$ cat src/rtl/cnp_pkg.sv
// Package for the serial check-node processor.
// Holds the pass-phase type and the constant function that builds the
// f transform table at elaboration. Assumes idx >= 0 and frac small.
package cnp_pkg;

    typedef enum logic {
        PH_COLLECT = 1'b0,
        PH_EMIT    = 1'b1
    } cnp_phase_e;

    // Table value for one index: f(idx / 2^frac) in the same fixed point, saturated.
    function automatic int f_entry(input int idx, input int frac, input int maxv);
        real x;
        real ex;
        real y;
        int  r;
        int  i2;
        i2 = (idx == 0) ? 1 : idx;
        x  = real'(i2) / real'(1 << frac);
        ex = $exp(x);
        y  = $ln((ex + 1.0) / (ex - 1.0));
        r  = $rtoi(y * real'(1 << frac) + 0.5);
        if (r > maxv) r = maxv;
        return r;
    endfunction

endpackage

$ cat src/rtl/cnp_ftable.sv
// Combinational f(x) lookup.
// Saturates an unsigned magnitude to the table index range, then reads a
// table computed at elaboration. Assumes input and output share FRAC bits.
module cnp_ftable #(
    parameter int IN_W  = 8,
    parameter int IDX_W = 5,
    parameter int FRAC  = 2
) (
    input  logic [IN_W-1:0]  mag,
    output logic [IDX_W-1:0] fval
);
    localparam int TMAX    = (1 << IDX_W) - 1;
    localparam int ENTRIES = 1 << IDX_W;

    logic [IDX_W-1:0] tbl [ENTRIES];
    logic [IDX_W-1:0] idx;

    // Fill each table slot from the constant function.
    for (genvar gi = 0; gi < ENTRIES; gi++) begin : g_tbl
        localparam int FV = cnp_pkg::f_entry(gi, FRAC, TMAX);
        assign tbl[gi] = IDX_W'(FV);
    end

    // Saturate the magnitude into the index range.
    always_comb begin
        if (IN_W > IDX_W && mag > IN_W'(TMAX)) idx = IDX_W'(TMAX);
        else                                   idx = IDX_W'(mag);
    end

    assign fval = tbl[idx];
endmodule

$ cat src/rtl/cnp_edge_fifo.sv
// Small circular buffer holding one {sign, f value} word per edge of a row.
// Assumes the caller never pushes when full nor pops when empty.
module cnp_edge_fifo #(
    parameter int DEPTH = 32,
    parameter int W     = 6
) (
    input  logic                       clk,
    input  logic                       rst_n,
    input  logic                       push,
    input  logic [W-1:0]               din,
    input  logic                       pop,
    output logic [W-1:0]               dout,
    output logic [$clog2(DEPTH+1)-1:0] count
);
    localparam int PW = (DEPTH > 1) ? $clog2(DEPTH) : 1;
    localparam int CW = $clog2(DEPTH + 1);

    logic [W-1:0]  mem [DEPTH];
    logic [PW-1:0] wr_q;
    logic [PW-1:0] rd_q;
    logic [CW-1:0] cnt_q;

    // Store the pushed word.
    always_ff @(posedge clk) begin
        if (push) mem[wr_q] <= din;
    end

    // Advance pointers with wrap and track occupancy.
    always_ff @(posedge clk) begin
        if (!rst_n) begin
            wr_q  <= '0;
            rd_q  <= '0;
            cnt_q <= '0;
        end else begin
            if (push) wr_q <= (wr_q == PW'(DEPTH - 1)) ? '0 : wr_q + 1'b1;
            if (pop)  rd_q <= (rd_q == PW'(DEPTH - 1)) ? '0 : rd_q + 1'b1;
            case ({push, pop})
                2'b10:   cnt_q <= cnt_q + 1'b1;
                2'b01:   cnt_q <= cnt_q - 1'b1;
                default: cnt_q <= cnt_q;
            endcase
        end
    end

    assign dout  = mem[rd_q];
    assign count = cnt_q;
endmodule

$ cat src/rtl/cnp_serial.sv
// Serial log-domain check-node processor (top).
// Collect pass: abs stage, then f lookup, with the sign delayed two stages
// alongside; totals are accumulated and each edge is buffered.
// Emit pass: per edge, removes its own term, applies f again, sets the sign.
// Assumes rows of at most MAX_DEG edges; longer rows are cut at MAX_DEG.
module cnp_serial #(
    parameter int LLR_W   = 8,
    parameter int IDX_W   = 5,
    parameter int FRAC    = 2,
    parameter int MAX_DEG = 32
) (
    input  logic             clk,
    input  logic             rst_n,
    input  logic             in_valid,
    output logic             in_ready,
    input  logic [LLR_W-1:0] in_llr,
    input  logic             in_last,
    output logic             out_valid,
    input  logic             out_ready,
    output logic [LLR_W-1:0] out_llr,
    output logic             out_last
);
    import cnp_pkg::*;

    localparam int F_W   = IDX_W;
    localparam int SUM_W = F_W + $clog2(MAX_DEG) + 1;
    localparam int CNT_W = $clog2(MAX_DEG + 1);
    localparam int BUF_W = F_W + 1;

    cnp_phase_e       phase_q;
    logic             tail_q;
    logic [CNT_W-1:0] edge_cnt_q;

    logic             in_fire;
    logic             out_fire;
    logic             row_end_in;
    logic [LLR_W-1:0] mag_in;

    logic             v1_q, sgn1_q, last1_q;
    logic [LLR_W-1:0] mag1_q;
    logic [F_W-1:0]   f_mag1;

    logic             v2_q, sgn2_q, last2_q;
    logic [F_W-1:0]   f2_q;

    logic [SUM_W-1:0] sum_q;
    logic             par_q;

    logic [BUF_W-1:0] head;
    logic [CNT_W-1:0] buf_cnt;
    logic [SUM_W-1:0] ext_sum;
    logic [F_W-1:0]   mag_out;
    logic             out_sign;

    assign in_ready   = (phase_q == PH_COLLECT) && !tail_q;
    assign in_fire    = in_valid && in_ready;
    assign out_valid  = (phase_q == PH_EMIT);
    assign out_fire   = out_valid && out_ready;
    assign out_last   = (buf_cnt == CNT_W'(1));
    assign row_end_in = in_last || (edge_cnt_q == CNT_W'(MAX_DEG - 1));

    // Absolute value of the incoming LLR.
    always_comb begin
        mag_in = in_llr[LLR_W-1] ? (~in_llr + 1'b1) : in_llr;
    end

    // Stage 1: register sign and magnitude split.
    always_ff @(posedge clk) begin
        if (!rst_n) begin
            v1_q    <= 1'b0;
            sgn1_q  <= 1'b0;
            mag1_q  <= '0;
            last1_q <= 1'b0;
        end else begin
            v1_q    <= in_fire;
            sgn1_q  <= in_llr[LLR_W-1];
            mag1_q  <= mag_in;
            last1_q <= row_end_in;
        end
    end

    cnp_ftable #(.IN_W(LLR_W), .IDX_W(IDX_W), .FRAC(FRAC)) u_f_in (
        .mag  (mag1_q),
        .fval (f_mag1)
    );

    // Stage 2: register f value; sign takes its second delay here.
    always_ff @(posedge clk) begin
        if (!rst_n) begin
            v2_q    <= 1'b0;
            sgn2_q  <= 1'b0;
            f2_q    <= '0;
            last2_q <= 1'b0;
        end else begin
            v2_q    <= v1_q;
            sgn2_q  <= sgn1_q;
            f2_q    <= f_mag1;
            last2_q <= last1_q;
        end
    end

    // Count accepted edges to enforce the maximum degree.
    always_ff @(posedge clk) begin
        if (!rst_n)       edge_cnt_q <= '0;
        else if (in_fire) edge_cnt_q <= row_end_in ? '0 : edge_cnt_q + 1'b1;
    end

    // Block input from row end acceptance until the row is drained.
    always_ff @(posedge clk) begin
        if (!rst_n)                      tail_q <= 1'b0;
        else if (in_fire && row_end_in)  tail_q <= 1'b1;
        else if (out_fire && out_last)   tail_q <= 1'b0;
    end

    // Switch between collect and emit passes.
    always_ff @(posedge clk) begin
        if (!rst_n) begin
            phase_q <= PH_COLLECT;
        end else begin
            case (phase_q)
                PH_COLLECT: if (v2_q && last2_q)     phase_q <= PH_EMIT;
                PH_EMIT:    if (out_fire && out_last) phase_q <= PH_COLLECT;
                default:                              phase_q <= PH_COLLECT;
            endcase
        end
    end

    // Accumulate the f sum and sign parity; clear at row end.
    always_ff @(posedge clk) begin
        if (!rst_n) begin
            sum_q <= '0;
            par_q <= 1'b0;
        end else if (out_fire && out_last) begin
            sum_q <= '0;
            par_q <= 1'b0;
        end else if (v2_q) begin
            sum_q <= sum_q + SUM_W'(f2_q);
            par_q <= par_q ^ sgn2_q;
        end
    end

    cnp_edge_fifo #(.DEPTH(MAX_DEG), .W(BUF_W)) u_edges (
        .clk   (clk),
        .rst_n (rst_n),
        .push  (v2_q),
        .din   ({sgn2_q, f2_q}),
        .pop   (out_fire),
        .dout  (head),
        .count (buf_cnt)
    );

    // Exclude the head edge from the totals.
    always_comb begin
        ext_sum  = sum_q - SUM_W'(head[F_W-1:0]);
        out_sign = par_q ^ head[F_W];
    end

    cnp_ftable #(.IN_W(SUM_W), .IDX_W(IDX_W), .FRAC(FRAC)) u_f_out (
        .mag  (ext_sum),
        .fval (mag_out)
    );

    // Apply the combined sign as a two's-complement negation.
    always_comb begin
        out_llr = out_sign ? (~LLR_W'(mag_out) + 1'b1) : LLR_W'(mag_out);
    end
endmodule

$ cat config.mk
export PLATFORM = sky130hd
export DESIGN_NAME = cnp_serial
export DESIGN_NICKNAME = d
export VERILOG_FILES = /design/src/rtl/cnp_pkg.sv /design/src/rtl/cnp_ftable.sv /design/src/rtl/cnp_edge_fifo.sv /design/src/rtl/cnp_serial.sv
export SDC_FILE = /design/constraint.sdc
export NUM_CORES = 1
export LEC_CHECK = 0
export BUFFER_PORTS_ARGS = -buffer_cell sky130_fd_sc_hd__buf_2
export CORE_UTILIZATION = 65
export DETAILED_ROUTE_END_ITERATION = 8
export PLACE_DENSITY_LB_ADDON = 0.12
export SLEW_MARGIN = 15
export SYNTH_ARGS = -nofsm -noshare
export SYNTH_HDL_FRONTEND = slang
export SYNTH_HIERARCHICAL = 1
export SYNTH_SLANG_ARGS = --single-unit
$ cat constraint.sdc
create_clock -name clk -period 8.4 [get_ports clk]
set_input_delay 1.68 -clock clk [delete_from_list [all_inputs] [get_ports clk]]
set_output_delay 1.68 -clock clk [all_outputs]
set_load 0.02 [all_outputs]
==> metrics.csv <==
stage,metric,value,unit
synthesis,YS warnings,6,
detailed_routing,DR WL/cell,21.9,um
place,Placed Cells,1015,
worst_setup_path,Worst setup EP type,output port,
timing,period utilisation layout,87.4,%
detailed_routing,via count,6740,
worst_setup_path,Crit Path Class,reg2out,
synthesis,"EDFF count, synth",192,
floorplanning,Die Width,132,um
worst_setup_path,CP max stage cell,dfxtp_1,
synthesis,largest area contributor in the netlist,edfxtp_1,
floorplanning,IO Pins,24,
place,IO Port Bufs,23,
detailed_routing,first-pass detailed-route iteration total,5,
timing,Final Hold Fails,0,
power,Power Density,207,nW/um^2
detailed_routing,Iteration-0 DRC Markers,806,
finish,# fillers,1056,
floorplanning,Die H,132,um
place,Placer Congestion,0.958,
min_path,worst hold stages,1,
synthesis,synth top area cells,"edfxtp_1 (52%), dfxtp_1 (11%), mux2i_1 (5.6%)",
timing,setup TNS,0,ps
worst_setup_path,Critical Path RT,6720,ps
power,Tot Pwr,2.51,mW
floorplanning,Die ar.,17500,um^2
outcome,outcome,finished clean,
grt,GRT Util Overall,27.3,%
clock_network,CTS tree,built,
finish,final design utilization,73.1,%
detailed_routing,Vias per Instance,6.36,
worst_setup_path,CP max stage delay,830,ps
clock_network,CTS Buf Count,25,
worst_setup_path,Critical Path Start Type,flop,
flow_run,maxcap violations,0,
grt,global-route wire length before repair,36200,um
grt,largest net degree at the start of global routing,63,
clock_network,Skew-Pair Late Insertion Delay,530,ps
finish,diode count,0,
detailed_routing,Residual DRC,0,
synthesis,async set or reset register ratio after synthesis,0,%
synthesis,Cells after Synth,798,
clock_network,post-CTS resize count,0,
worst_setup_path,Critical Path AT,5660,ps
clock_network,postcts setup bufs,0,
grt,GR Overflow Total,0,
timing,Slew Limit Fails,0,
grt,vias in the first global route,6612,
power,Pleak,4.13,nW
timing,Layout Skew,22.5,ps
clock_network,clock-pin slew on the worst setup and hold paths,60,ps
worst_setup_path,CP Cell Sequence,buf_4 > nor2b_1 > a22oi_1 > nand3_1 > nand3_1 > inv_1 > ha_1 > nor2b_1 > o31a_1 > o211ai_1 > o211ai_1 > nor4_2 > nand3b_1 > nor2_1 > inv_1 > ha_1 > a21oi_1 > xor2_1 > buf_2,
synthesis,Yosys reg bits,252,
clock_network,H-Tree Depth,1,
synthesis,Mapped Area,11100,um^2
worst_setup_path,critical path depth in cells,19,
grt,antenna violations before repair,0,
finish,fraction of layout cells with a size suffix above 1,12.4,%
min_path,min-delay worst type,reg2reg,
place,DP HPWL,15100,um
timing,Slew HR,33.6,%
floorplanning,row cnt,47,
finish,P&R area growth vs syn,9.53,%
timing,Final setup viols,0,
clock_network,CTS Root Cell,clkbuf_16,
worst_setup_path,reg2reg path depth,8,
finish,Non-Filler Instances,1060,
synthesis,"Top FF cell, synth",edfxtp_1,
timing,min cycle time layout,7340,ps
worst_setup_path,cell family with most CP delay,simple AND/OR/NAND/NOR gates,
synthesis,net count after synthesis,836,
worst_setup_path,worst-path maximum fanout,16,
floorplanning,core box area,16600,um^2
clock_network,Hold Buf Count CTS,0,
floorplanning,initial core utilization,66.7,%
synthesis,register area share after synthesis,63.0,%
clock_network,CTS Sinks,252,
clock_network,Clock Tree Buf Depth,3,
finish,Nets,860,
detailed_routing,Post-DRT Antenna Nets,0,
worst_setup_path,Worst Path Buf+Inv,4,
timing,fmax,0.136,GHz
detailed_routing,Post-Route WL,23200,um
synthesis,Avg Inst Size Synth,13.9,um^2
synthesis,Yosys top cell area share,52.1,%
timing,Worst-Margin Slew,996,ps
timing,WHS,438,ps
power,Max VDD drop,172,uV
timing,RSZ-0062 raised after global routing,no,
synthesis,"Distinct cells, synth",70,
routing by layer:
layer	global-route usage, %	up-vias	part of all wire [%]
met2	46.2	271	51
met3	3.98	49	6.6
met1	36.2	3353	40
met4	10.2	0	3.1
li1	-	3067	-
met5	0	-	0
per-stage QoR:
stage	setup WS, ps	area, um^2
after floorplan	2750	11100
after detailed placement	1640	11300
final	1060	12100
after global placement	1970	11300
after CTS	1110	12100
after global routing	662	12100
kinds of logic after synthesis:
family          share of synthesized area (%)
flops                                    63.0
simple gates                             11.2
compound gates                           7.18
mux                                      11.1
buf+inv                                  2.50
fa+ha+maj                                2.96
xor+xnor                                 2.05
other cells                            0.0679
cell type report:
class / instances / area [um^2] / area share, %
repair buffers: 31 / 175 / 1.45
multi-input cells: 489 / 3820 / 31.5
inverters: 23 / 86.3 / 0.713
well taps: 220 / 275 / 2.27
clock buffers: 32 / 672 / 5.55
flip-flops and latches: 252 / 6970 / 57.5
clock inverters: 13 / 118 / 0.971
synth_stat cells, types with 3 or more instances:
cell	number
a211oi_1	3
a21o_1	3
a21oi_1	30
a221oi_1	6
a22o_1	6
a22oi_1	14
a31oi_1	4
and2_1	18
and3_1	5
buf_1	3
buf_2	6
buf_4	6
clkbuf_1	15
dfxtp_1	60
edfxtp_1	192
ha_1	23
inv_1	23
mux2i_1	62
mux4_1	12
mux4_2	12
nand2_1	37
nand2b_1	19
nand3_1	21
nand3b_1	4
nand4_1	4
nor2_1	69
nor2b_1	11
nor3_1	8
nor3b_1	4
nor3b_2	3
o211ai_1	10
o21a_1	6
o21ai_0	19
o31ai_1	4
or2_2	4
or3_1	6
xnor2_1	11
xor2_1	13
path summary, 6_finish.rpt:
path	from	end	slack, ps
setup / recovery	flop	out_llr[4]	1060
hold / removal	sgn1_q	sgn2_q	440
setup reg to reg	out_valid	u_edges/count[4]	5730
hold reg to reg	sgn1_q	sgn2_q	440
cells in the final DEF, fill, tap and decap left out, types with 12 or more instances in the layout:
cell / count
a21oi_1: 30
nand2_1: 37
a22oi_1: 14
ha_1: 23
nor2_1: 69
dfxtp_1: 58
nand2b_1: 19
inv_1: 23
o21ai_0: 19
mux4_2: 12
and2_1: 18
edfxtp_1: 192
buf_2: 23
nand3_1: 21
xor2_1: 13
mux2i_1: 62
mux4_1: 12
clkbuf_16: 25
where the power goes:
| group | internal (mW) | leakage [nW] | switching (mW) | total, mW |
|---|---|---|---|---|
| Combinational | 0.0309 | 1.48 | 0.0538 | 0.0846 |
| Sequential | 1.35 | 2.26 | 0.00820 | 1.35 |
| Clock | 0.626 | 0.392 | 0.445 | 1.07 |
sequential cells by signal, indices dropped and copies added, names as in the netlist, named ones only:
register,cells
u_edges/mem,192
v2_q,1
last2_q,1
u_edges/wr_q,5
sgn2_q,1
mag1_q,8
last1_q,1
u_edges/rd_q,5
par_q,1
f2_q,5
edge_cnt_q,6
sum_q,11
tail_q,1
v1_q,1
out_valid,1
u_edges/count,6
sgn1_q,1
No activity file was read; power rests on OpenSTA's default activity.
